--- config.mk ---
export PLATFORM = sky130hd
export DESIGN_NAME = circ_operand_fetch
export DESIGN_NICKNAME = d
export VERILOG_FILES = /design/src/rtl/cof_pkg.sv /design/src/rtl/cof_circ_addr.sv /design/src/rtl/cof_burst_ctrl.sv /design/src/rtl/cof_operand_pair.sv /design/src/rtl/circ_operand_fetch.sv
export SDC_FILE = /design/constraint.sdc
export NUM_CORES = 1
export LEC_CHECK = 0
export CORE_MARGIN = 2
export CORE_UTILIZATION = 40
export CTS_CLUSTER_SIZE = 20
export DETAILED_ROUTE_END_ITERATION = 8
export PLACE_DENSITY_LB_ADDON = 0.05
export SYNTH_ARGS = -nofsm -noshare
export SYNTH_HDL_FRONTEND = slang
export SYNTH_HIERARCHICAL = 1
export SYNTH_SLANG_ARGS = --single-unit
--- constraint.sdc ---
create_clock -name clk -period 10.77 [get_ports clk]
set_clock_uncertainty 0.15 [all_clocks]
set_input_delay 1.6155 -clock clk [delete_from_list [all_inputs] [get_ports clk]]
set_output_delay 1.6155 -clock clk [all_outputs]
set_load 0.01 [all_outputs]
--- src/rtl/cof_pkg.sv ---
package cof_pkg;
   localparam int WORD_W = 32;
   typedef logic [WORD_W-1:0] word_t;
   typedef enum logic {TEN_IDLE = 1'b0, TEN_HOLD = 1'b1} tenure_e;
endpackage

--- src/rtl/cof_circ_addr.sv ---
module cof_circ_addr #(
   parameter int AW = 12
) (
   input  logic          clk,
   input  logic          rst_n,
   input  logic          clr,
   input  logic          adv,
   input  logic [AW-1:0] base,
   input  logic [AW-1:0] len,
   input  logic [AW-1:0] step,
   output logic [AW-1:0] addr
);
   localparam int SW = AW + 1;

   logic [AW-1:0] off;
   logic [SW-1:0] sum;
   logic [SW-1:0] nxt;

   assign sum  = {1'b0, off} + {1'b0, step};
   assign nxt  = (sum >= {1'b0, len}) ? (sum - {1'b0, len}) : sum;
   assign addr = base + off;

   always_ff @(posedge clk or negedge rst_n) begin
      if (!rst_n)   off <= '0;
      else if (clr) off <= '0;
      else if (adv) off <= nxt[AW-1:0];
   end

   // a legal window keeps the offset inside its length
   p_off_range_r2: assert property (@(posedge clk) disable iff (!rst_n)
      (adv && !clr && (step < len) && (off < len)) |=> (off < len));
endmodule

--- src/rtl/cof_burst_ctrl.sv ---
module cof_burst_ctrl import cof_pkg::*; #(
   parameter int BW = 6
) (
   input  logic          clk,
   input  logic          rst_n,
   input  logic          run,
   input  logic          other_req,
   input  logic [BW-1:0] limit,
   input  logic          beat,
   output logic          own
);
   localparam int CW = BW + 1;

   tenure_e       st;
   logic [BW-1:0] cnt;
   logic [CW-1:0] lim_eff;
   logic [CW-1:0] cnt_nxt;

   assign lim_eff = (limit == '0) ? CW'(1) : {1'b0, limit};
   assign cnt_nxt = {1'b0, cnt} + CW'(1);
   assign own     = (st == TEN_HOLD);

   always_ff @(posedge clk or negedge rst_n) begin
      if (!rst_n) begin
         st  <= TEN_IDLE;
         cnt <= '0;
      end else begin
         case (st)
            TEN_IDLE: begin
               cnt <= '0;
               if (run && !other_req) st <= TEN_HOLD;
            end
            default: begin
               if (!run) begin
                  st <= TEN_IDLE;
               end else if (beat) begin
                  cnt <= cnt_nxt[BW-1:0];
                  if (cnt_nxt >= lim_eff) st <= TEN_IDLE;
               end
            end
         endcase
      end
   end

   // no read beyond the effective cap within one tenure
   p_burst_cap_r5: assert property (@(posedge clk) disable iff (!rst_n)
      (own && beat && $stable(limit)) |-> ({1'b0, cnt} < lim_eff));

   // ownership is only requested after a quiet cycle
   p_rise_quiet_r7: assert property (@(posedge clk) disable iff (!rst_n)
      $rose(own) |-> $past(run && !other_req));
endmodule

--- src/rtl/cof_operand_pair.sv ---
module cof_operand_pair import cof_pkg::*; (
   input  logic  clk,
   input  logic  rst_n,
   input  logic  clr,
   input  logic  cap_x,
   input  logic  cap_y,
   input  word_t rdata,
   input  logic  pop,
   output word_t x,
   output word_t y,
   output logic  valid
);
   always_ff @(posedge clk or negedge rst_n) begin
      if (!rst_n) begin
         x     <= '0;
         y     <= '0;
         valid <= 1'b0;
      end else begin
         if (cap_x && !clr) x <= rdata;
         if (cap_y && !clr) y <= rdata;
         if (clr)        valid <= 1'b0;
         else if (cap_y) valid <= 1'b1;
         else if (pop)   valid <= 1'b0;
      end
   end

   // a stalled pair holds still
   p_hold_r8: assert property (@(posedge clk) disable iff (!rst_n)
      (valid && !pop && !clr) |=> (valid && $stable(x) && $stable(y)));
endmodule

--- src/rtl/circ_operand_fetch.sv ---
module circ_operand_fetch import cof_pkg::*; #(
   parameter int AW = 12,
   parameter int BW = 6
) (
   input  logic          clk,
   input  logic          rst_n,
   input  logic          run,
   input  logic [AW-1:0] x_base,
   input  logic [AW-1:0] x_len,
   input  logic [AW-1:0] x_step,
   input  logic [AW-1:0] y_base,
   input  logic [AW-1:0] y_len,
   input  logic [AW-1:0] y_step,
   input  logic [BW-1:0] burst_limit,
   input  logic          other_req,
   output logic          mem_req,
   output logic          mem_rd,
   output logic [AW-1:0] mem_addr,
   input  logic          mem_gnt,
   input  logic [31:0]   mem_rdata,
   output logic          op_valid,
   input  logic          op_ready,
   output logic [31:0]   op_x,
   output logic [31:0]   op_y
);
   localparam int NBUF = 2;

   if (AW < 2 || AW > 30) begin : g_bad_aw
      $error("circ_operand_fetch: AW must lie in 2..30");
   end
   if (BW < 1 || BW > 16) begin : g_bad_bw
      $error("circ_operand_fetch: BW must lie in 1..16");
   end

   logic [NBUF-1:0][AW-1:0] base_a;
   logic [NBUF-1:0][AW-1:0] len_a;
   logic [NBUF-1:0][AW-1:0] step_a;
   logic [NBUF-1:0][AW-1:0] addr_a;
   logic [NBUF-1:0]         adv_a;

   logic own;
   logic phase;      // 0: next read is X, 1: next read is Y
   logic x_inf;
   logic y_inf;
   logic slot_ok;
   logic want;
   logic beat;
   logic pop;

   assign base_a[0] = x_base;
   assign len_a[0]  = x_len;
   assign step_a[0] = x_step;
   assign base_a[1] = y_base;
   assign len_a[1]  = y_len;
   assign step_a[1] = y_step;

   assign pop      = op_valid && op_ready;
   assign slot_ok  = !op_valid || op_ready;
   assign want     = phase ? 1'b1 : (slot_ok && !y_inf);
   assign mem_req  = own;
   assign mem_rd   = own && run && want;
   assign beat     = mem_rd && mem_gnt;
   assign mem_addr = phase ? addr_a[1] : addr_a[0];
   assign adv_a[0] = beat && !phase;
   assign adv_a[1] = beat && phase;

   for (genvar g = 0; g < NBUF; g++) begin : g_win
      cof_circ_addr #(.AW(AW)) u_ag (
         .clk  (clk),
         .rst_n(rst_n),
         .clr  (!run),
         .adv  (adv_a[g]),
         .base (base_a[g]),
         .len  (len_a[g]),
         .step (step_a[g]),
         .addr (addr_a[g])
      );
   end

   always_ff @(posedge clk or negedge rst_n) begin
      if (!rst_n) begin
         phase <= 1'b0;
         x_inf <= 1'b0;
         y_inf <= 1'b0;
      end else begin
         x_inf <= run && beat && !phase;
         y_inf <= run && beat && phase;
         if (!run)      phase <= 1'b0;
         else if (beat) phase <= !phase;
      end
   end

   cof_burst_ctrl #(.BW(BW)) u_burst (
      .clk      (clk),
      .rst_n    (rst_n),
      .run      (run),
      .other_req(other_req),
      .limit    (burst_limit),
      .beat     (beat),
      .own      (own)
   );

   cof_operand_pair u_pair (
      .clk  (clk),
      .rst_n(rst_n),
      .clr  (!run),
      .cap_x(x_inf),
      .cap_y(y_inf),
      .rdata(mem_rdata),
      .pop  (pop),
      .x    (op_x),
      .y    (op_y),
      .valid(op_valid)
   );

   // a pair only becomes valid after its Y word has returned
   p_pair_after_y_r4: assert property (@(posedge clk) disable iff (!rst_n)
      $rose(op_valid) |-> $past(y_inf));
endmodule

==> run summary, run 1 <==
On the worst path, the slowest cell contributes a delay of 0.51 ns. The critical path goes through clkdlybuf4s50_1 > ha_1 > inv_1 > fa_1 > nor2b_1 > o21ai_0 > a21boi_0 > o21ai_0 > a211o_1 > mux2i_1 > nand3_1 > mux2_2 > clkdlybuf4s50_1. The width of the die came out at 148 um. The number of antenna diodes in the final layout is 0.

The post-detailed-route via-to-cell ratio came out at 5.34. The power density over cell area is 121 nW/um^2. In the synthesized netlist, the cells that appear most often are sky130_fd_sc_hd__dfrtp_1 (99), sky130_fd_sc_hd__ha_1 (77), sky130_fd_sc_hd__nor2_1 (67).

The count of hold buffers inserted by post-cts repair is 0. Setup repair after global routing left no endpoint under its margin. After the first detailed-routing iteration, the DRC count stood at 327. In this run the core area contains 52 standard-cell rows. The sequential area share after synthesis came out at 0.297.

The XOR/XNOR share of the synthesized area is 0.0515. The instance area at placement came out at 10400 um^2. The area fraction in compound gates after synthesis came out at 0.192. The die area is 22000 um^2. The worst reg2reg path depth came out at 12. Summing internal, switching and leakage power gives 1300 uW. The final-report hold violation count came to 0. The worst-path maximum fanout came out at 2. By area the synthesized netlist is led by sky130_fd_sc_hd__dfrtp_1 (30%), sky130_fd_sc_hd__ha_1 (12%), sky130_fd_sc_hd__mux2_2 (5.9%).

Synthesis inferred 99 register bits. The via count of the first global-routing pass was 6665. The simple logic cell fraction of the synthesized area is 0.153. The area of the core came out at 20400 um^2.

The achievable frequency came out at 155 MHz. The I/O pin count is 195. The post-synthesis cell type with the largest combined area is sky130_fd_sc_hd__dfrtp_1. Clock tree synthesis inserted a total of 9 buffers. By instance count, the leading cell after synthesis is sky130_fd_sc_hd__dfrtp_1. The worst setup slack after layout came out at 4.31 ns. The post-synthesis instance area is 8340 um^2. The count of clock tree sinks is 99. The synthesized netlist contains 97 unique library cells. The area share of the largest cell type after synthesis came out at 0.297.

The category of the most critical setup path is in -> out. The sum of net half-perimeters after detailed placement came out at 17000 um. The initial antenna violation count is 0. The logic depth of the worst setup path including buffers came out at 13.

Once layout is done, the placed cells without fillers occupy 10700 um^2. The adder-cell share of the synthesized area came out at 0.130. Input and output buffers added on the ports amount to 194. The number of buffers added for setup after CTS came out at 0. The count of pins over their slew limit was 0. By area, the combinational part of the netlist is dominated by compound AO/OA/AOI/OAI gates.

STA classifies the critical path startpoint as an input port. The CTS tree is yes. In this run the worst hold path is classified as reg -> reg. The global-route usage over all layers is 0.195. The CTS root buffer is sky130_fd_sc_hd__clkbuf_16. The post-detailed-route count of antenna-violating nets is 0. In this run the tightest slew margin relative to its limit is 0.302.

In the final layout, the share of cells above drive strength 1 is 0.141. The initial utilization of the core area, before any placement, comes to 0.409. The detailed-routing iteration count for the pre-antenna-repair pass is 5. The shortest clock period the worst path allows after layout is 6.46 ns. For this run, design rule violations remaining after detail routing come to 0. The required time of the worst setup path is 9.00 ns.

The number of failing setup endpoints in the final timing report is 0. The run finished with clean final reports. The synthesized instance count is 845. Timing analysis after detailed placement gives a worst setup slack of 4.33 ns. The maximum number of pins on one net before global-route repair is 80. After clock tree synthesis, the clock-pin slew on the worst setup and hold paths is 0.07 ns. The synthesized design contains 0 enable-type register cells. The H-tree depth reported by CTS came out at 3. The critical path data arrival time is 4.69 ns.

The clock tree buffer depth came out at 2. The kind of cell with the highest combined delay along the critical path is buffers and inverters. The post-detailed-route wirelength per cell came out at 16.6 um.

Across the run, the number of max-cap violations was 0. The slew of the pin with the lowest slew margin is 1.05 ns. The setup TNS after final layout came out at 0 ns. The portion of the clock cycle consumed by the worst path in the final layout is 0.600. The net count of the mapped netlist came out at 1044. The vias after detailed routing is 6968.

The number of warnings reported in the yosys synthesis log is 6. The clock latency at the later pin of the worst-skew pair came out at 0.35 ns. The final estimated routing congestion in global placement is 0.835.

The average instance area after synthesis is 9.87 um^2. STA classifies the critical path endpoint as an output port. Counting both buffers and inverters, the worst setup path holds a total of 3. The worst IR drop on VDD is 0.0000713 V. The number of nets in the layout is 1228. The overflow left after global routing came out at 0. After clock tree synthesis, the repair step resized 0 gates.

The leakage power of the design came out at 0.00480 uW. The async set or reset register ratio after synthesis is 1.00. The number of cells traversed by the worst hold path came out at 1.

The commonest register cell after synthesis is sky130_fd_sc_hd__dfrtp_1. The multiplexer fraction of the synthesized cell area came out at 0.123. On the critical path, the stage with the largest delay is an instance of sky130_fd_sc_hd__clkdlybuf4s50_1. The post-detailed-routing wire length is 21600 um. The die span in y is 148 um. The first global-routing pass estimated 34400 um of wire. The synthesis-to-layout area growth is 28.7%.
registers in the layout (all words and copies together), names as in the netlist:
signal,cells
phase,1
y_inf,1
g_win.u_ag/off,24
u_pair/y,32
u_burst/cnt,6
u_burst/own,1
u_pair/valid,1
u_pair/x,32
x_inf,1
cells in the final DEF, fill, tap and decap left out, types with 6 or more instances in the layout:
cell and count:
sky130_fd_sc_hd__nand3_1 23, sky130_fd_sc_hd__ha_1 77, sky130_fd_sc_hd__mux2_4 32, sky130_fd_sc_hd__nand2b_1 10, sky130_fd_sc_hd__o21a_1 12, sky130_fd_sc_hd__o21ai_1 9
sky130_fd_sc_hd__o21ai_0 36, sky130_fd_sc_hd__dfrtp_1 99, sky130_fd_sc_hd__a21oi_1 37, sky130_fd_sc_hd__nor4_1 12, sky130_fd_sc_hd__a31oi_1 8, sky130_fd_sc_hd__mux2_2 44
sky130_fd_sc_hd__a311oi_1 6, sky130_fd_sc_hd__nor2_1 67, sky130_fd_sc_hd__nand2_1 38, sky130_fd_sc_hd__clkbuf_16 9, sky130_fd_sc_hd__a21o_1 12, sky130_fd_sc_hd__a211oi_1 13
sky130_fd_sc_hd__xor2_1 16, sky130_fd_sc_hd__nand3b_1 6, sky130_fd_sc_hd__nor3_1 20, sky130_fd_sc_hd__fa_1 6, sky130_fd_sc_hd__and2_1 9, sky130_fd_sc_hd__o21bai_1 6
sky130_fd_sc_hd__inv_1 58, sky130_fd_sc_hd__xnor2_1 33, sky130_fd_sc_hd__or3_1 6, sky130_fd_sc_hd__and3_1 8, sky130_fd_sc_hd__nor2b_1 9, sky130_fd_sc_hd__clkdlybuf4s50_1 193
through the flow:
step / utilization / hold slack [ns] / instances
2_1_floorplan: - / 0.359 / 845
3_3_place_gp: 0.512 / 0.339 / 1288
3_5_place_dp: 0.512 / 0.342 / 1288
4_1_cts: 0.527 / 0.359 / 1304
5_1_grt: 0.527 / 0.368 / 1304
6_report: 0.527 / 0.355 / 1304
worst reg2reg max path: cells and delay by family, from the launching register on:
| family | cells | cell delay [ns] |
|---|---|---|
| AOI/OAI and AO/OA | 7 | 2.24 |
| DFF | 1 | 0.41 |
| adders and majority gates | 3 | 1.04 |
| and+or+nand+nor | 2 | 0.44 |
layout make-up:
| class | instances | area [um^2] |
|---|---|---|
| fill | 1892 | 9630 |
| multi-input combinational | 660 | 5410 |
| sequential | 99 | 2480 |
| timing repair buffer | 198 | 1970 |
| tap | 270 | 338 |
| clock buffer | 10 | 229 |
| inverter | 61 | 229 |
| clock inverter | 6 | 73.8 |
power breakdown:
group / internal (uW) / switching, uW
logic: 275 / 235
clock network: 183 / 153
registers: 422 / 28.2
logic make-up (layout without fill, tap and decap cells):
family | Yosys count | in the layout
AOI/OAI and AO/OA | 207 | 207
xor gates and xnor gates | 49 | 49
adders and majority gates | 83 | 83
buffers and inverters | 86 | 275
DFF | 99 | 99
muxes | 81 | 81
and+or+nand+nor | 240 | 240
final timing paths:
path | start | to | slack (ns)
min | u_pair/y[0] | u_pair/y[0] | 0.36
max in group asynchronous | rst_n | phase | 8.16
max | x_base[0] | mem_addr[10] | 4.31
min in group asynchronous | rst_n | u_pair/x[4] | 0.98
min reg2reg | u_pair/y[0] | u_pair/y[0] | 0.36
max reg2reg | g_win[1].u_ag/off[0] | g_win[1].u_ag/off[6] | 6.38
per-layer routing:
| layer | wire length (um) | vias to the layer above | track usage |
|---|---|---|---|
| met5 | 0 | - | 0 |
| met4 | 375 | 0 | 0.0510 |
| met3 | 1470 | 25 | 0.0506 |
| met2 | 8770 | 218 | 0.288 |
| met1 | 11000 | 3241 | 0.284 |
| li1 | - | 3484 | - |
Note: power is estimated with default switching activity, not from simulation.
==> run 2, diff against run 1 <==
==> constraint.sdc (replaced) <==
create_clock -name clk -period 5.3 [get_ports clk]
set_clock_uncertainty 0.15 [all_clocks]
set_input_delay 0.795 -clock clk [delete_from_list [all_inputs] [get_ports clk]]
set_output_delay 0.795 -clock clk [all_outputs]
set_load 0.01 [all_outputs]
==> run 2 against run 1 <==
Against the previous run: clock-buffer cell count stayed put; largest power group unchanged; register-to-register slack worse by 5.3 ns; combinational power is 100% higher; clock power is 100% higher; sequential power is 100% higher; utilization is 0.068 points higher; non-clock buffer count is 2 higher; routed wire length is 0.26% higher; die area stayed put; critical endpoint unchanged; sequential cell count stayed put; cell count is 0.15% higher; worst hold slack better by 0.00091 ns.
==> run summary, run 2 (synthesis gave the netlist of run 1 again) <==
The run finished with clean final reports. The overall power consumption is 2620 uW. Routability-driven placement finished with a final weighted congestion of 0.831. Using the TritonRoute via totals, the vias-per-cell ratio works out to 5.31. The synthesis-to-layout area growth is 28.8%. The critical path capture point type is an output port. The via count of the first global-routing pass is 6688. The clock tree buffer depth is 2. The minimum setup slack among reg-to-reg paths is 1.07 ns. The critical path data arrival time came out at 3.90 ns. The count of pins over their slew limit came out at 0. Summed over all nets, the half-perimeter wirelength after detailed placement is 17200 um.

The achievable frequency came out at 206 MHz. The filler cells instantiated in the layout total 1918. The total number of placement rows came out at 52. The final core area utilization is 0.528. The largest registers in the layout are u_pair/x x32, u_pair/y x32, g_win.u_ag/off x24. Buffers inserted during clock tree synthesis total 9. IR analysis of the VDD net gives a maximum drop of 0.000142 V. In this run, the number of DRC markers left after iteration 0 of detailed routing was 244. The vias after detailed routing came out at 6931. The worst reg2reg path depth is 15.

The final design area excluding fillers came out at 10700 um^2. The setup path with the least slack is of type in -> out. The number of failing setup endpoints in the final timing report came out at 0.

The worst-path maximum fanout is 2. Entering global routing, the biggest net connects 64 pins. The count of nets left with antenna violations once routing finished came out at 0. The remaining design rule violation count came out at 0.

In the final layout, the share of cells above drive strength 1 is 0.143. Across every metal layer, demand over resource in global routing totals 0.197. The number of nets in the layout came out at 1230.

The width of the die is 148 um. The startpoint identified for the worst register-to-register timing path is g_win[0].u_ag/off[0]. The CTS tree is yes. The required time of the worst setup path came out at 4.36 ns.

The clock latency at the later pin of the worst-skew pair came out at 0.35 ns. The post-detailed-routing wire length is 21600 um. The number of gates given a new drive strength after cts is 0. The overflow left after global routing is 0. The first global-routing pass estimated 34800 um of wire.

The tool flagged a number of max-cap violations equal to 0. The startpoint identified for the worst hold timing path is u_pair/x[21]. The worst setup timing slack at the placement stage came out at 0.308 ns. The effective utilization at floorplan is 0.409.

Setup repair after global routing left no endpoint under its margin. The most common library cell in the layout ignoring fill and taps is sky130_fd_sc_hd__clkdlybuf4s50_1. The H-tree depth reported by CTS is 3. The power density over cell area came out at 244 nW/um^2. For this design the top-level I/O count stands at 195. The detailed-routing iteration count for the pre-antenna-repair pass is 5. The port buffer count came out at 194. The leakage power of the design is 0.00480 uW.

The count of clock tree sinks is 99. The initial antenna violation count is 0. The portion of the clock cycle consumed by the worst path in the final layout came out at 0.914. The number of inserted diodes is 0. Summing all placed instances gives a cell area of 10400 um^2.

The worst register-to-register path ends at g_win[0].u_ag/off[1]. The number of buffers added for setup after CTS came out at 0. The setup TNS after final layout came out at 0 ns. The floorplan step defined a die boundary enclosing 22000 um^2.

The worst hold path belongs to the class reg -> reg. The count of hold buffers inserted by post-cts repair is 0. The core region is 20400 um^2. Clock-pin slew was measured on the worst setup and hold paths at 0.07 ns.

Dividing the detail-routed wire length by the instance count gives 16.6 um. The final-report hold violation count is 0. The die span in y is 148 um. The shortest clock period the worst path allows after layout came out at 4.84 ns. The path with the worst hold slack has its endpoint at u_pair/x[21]. The worst path meets setup with 0.456 ns of slack. The launching element type of the critical path is an input port. The slew of the pin with the lowest slew margin came out at 0.834 ns. In the layout the commonest cells are sky130_fd_sc_hd__clkdlybuf4s50_1 (193), sky130_fd_sc_hd__dfrtp_1 (99), sky130_fd_sc_hd__ha_1 (77), sky130_fd_sc_hd__nor2_1 (67), sky130_fd_sc_hd__inv_1 (58). The number of cells traversed by the worst hold path is 1.

The tree is rooted in a sky130_fd_sc_hd__clkbuf_16. The worst slew margin relative to its limit came out at 0.444.
run 2: cell count changes in the layout (fill, tap and decap cells not counted), sizes merged:
cell	previous run	this run
buf	5	7
clkinv	2	1
clkinvlp	2	3
run 2: stage by stage:
stage / std cells / hold slack [ns]
4_1_cts: 1306 / 0.360
3_3_place_gp: 1290 / 0.339
6_report: 1306 / 0.356
3_5_place_dp: 1290 / 0.343
5_1_grt: 1306 / 0.372
2_1_floorplan: 845 / 0.349
run 2: worst max-delay path, cell delays in order:
cell,delay [ns]
sky130_fd_sc_hd__clkdlybuf4s50_1,0.46
sky130_fd_sc_hd__ha_1,0.17
sky130_fd_sc_hd__inv_1,0.05
sky130_fd_sc_hd__fa_1,0.40
sky130_fd_sc_hd__nor2b_1,0.13
sky130_fd_sc_hd__o21ai_0,0.10
sky130_fd_sc_hd__a21boi_0,0.27
sky130_fd_sc_hd__o21ai_0,0.16
sky130_fd_sc_hd__a211o_1,0.32
sky130_fd_sc_hd__mux2i_1,0.16
sky130_fd_sc_hd__nand3_1,0.08
sky130_fd_sc_hd__mux2_2,0.26
sky130_fd_sc_hd__clkdlybuf4s50_1,0.55
run 2: how the worst max path moves through the flow:
stage / slack [ns] / cells after the start / from / end
floorplan: 1.06 / 16 / x_step[0] / g_win[0].u_ag/off[10]
global placement: 0.36 / 16 / x_step[0] / g_win[0].u_ag/off[0]
detailed placement: 0.31 / 16 / x_step[0] / g_win[0].u_ag/off[1]
CTS: 0.44 / 13 / x_base[0] / mem_addr[10]
global route: 0.16 / 10 / y_base[1] / mem_addr[11]
finish: 0.46 / 13 / x_base[0] / mem_addr[10]
run 2: layout make-up:
class	instances	area, um^2	share of cell area
Clock inverter	6	72.6	0.00675
Clock buffer	10	229	0.0213
Timing Repair Buffer	200	1980	0.185
Sequential cell	99	2480	0.231
Multi-Input combinational cell	660	5410	0.504
Inverter	61	229	0.0213
Tap cell	270	338	0.0314
run 2: power breakdown:
part | switching [uW] | total [uW] | internal [uW]
Combinational | 475 | 1030 | 559
Clock | 304 | 676 | 372
Sequential | 57.0 | 914 | 858
run 2: metal layers:
layer,GRT usage,share of wire,vias up
li1,-,-,3494
met1,0.292,0.51,3232
met2,0.291,0.42,189
met3,0.0457,0.062,16
met4,0.0429,0.010,0
met5,0,0,-
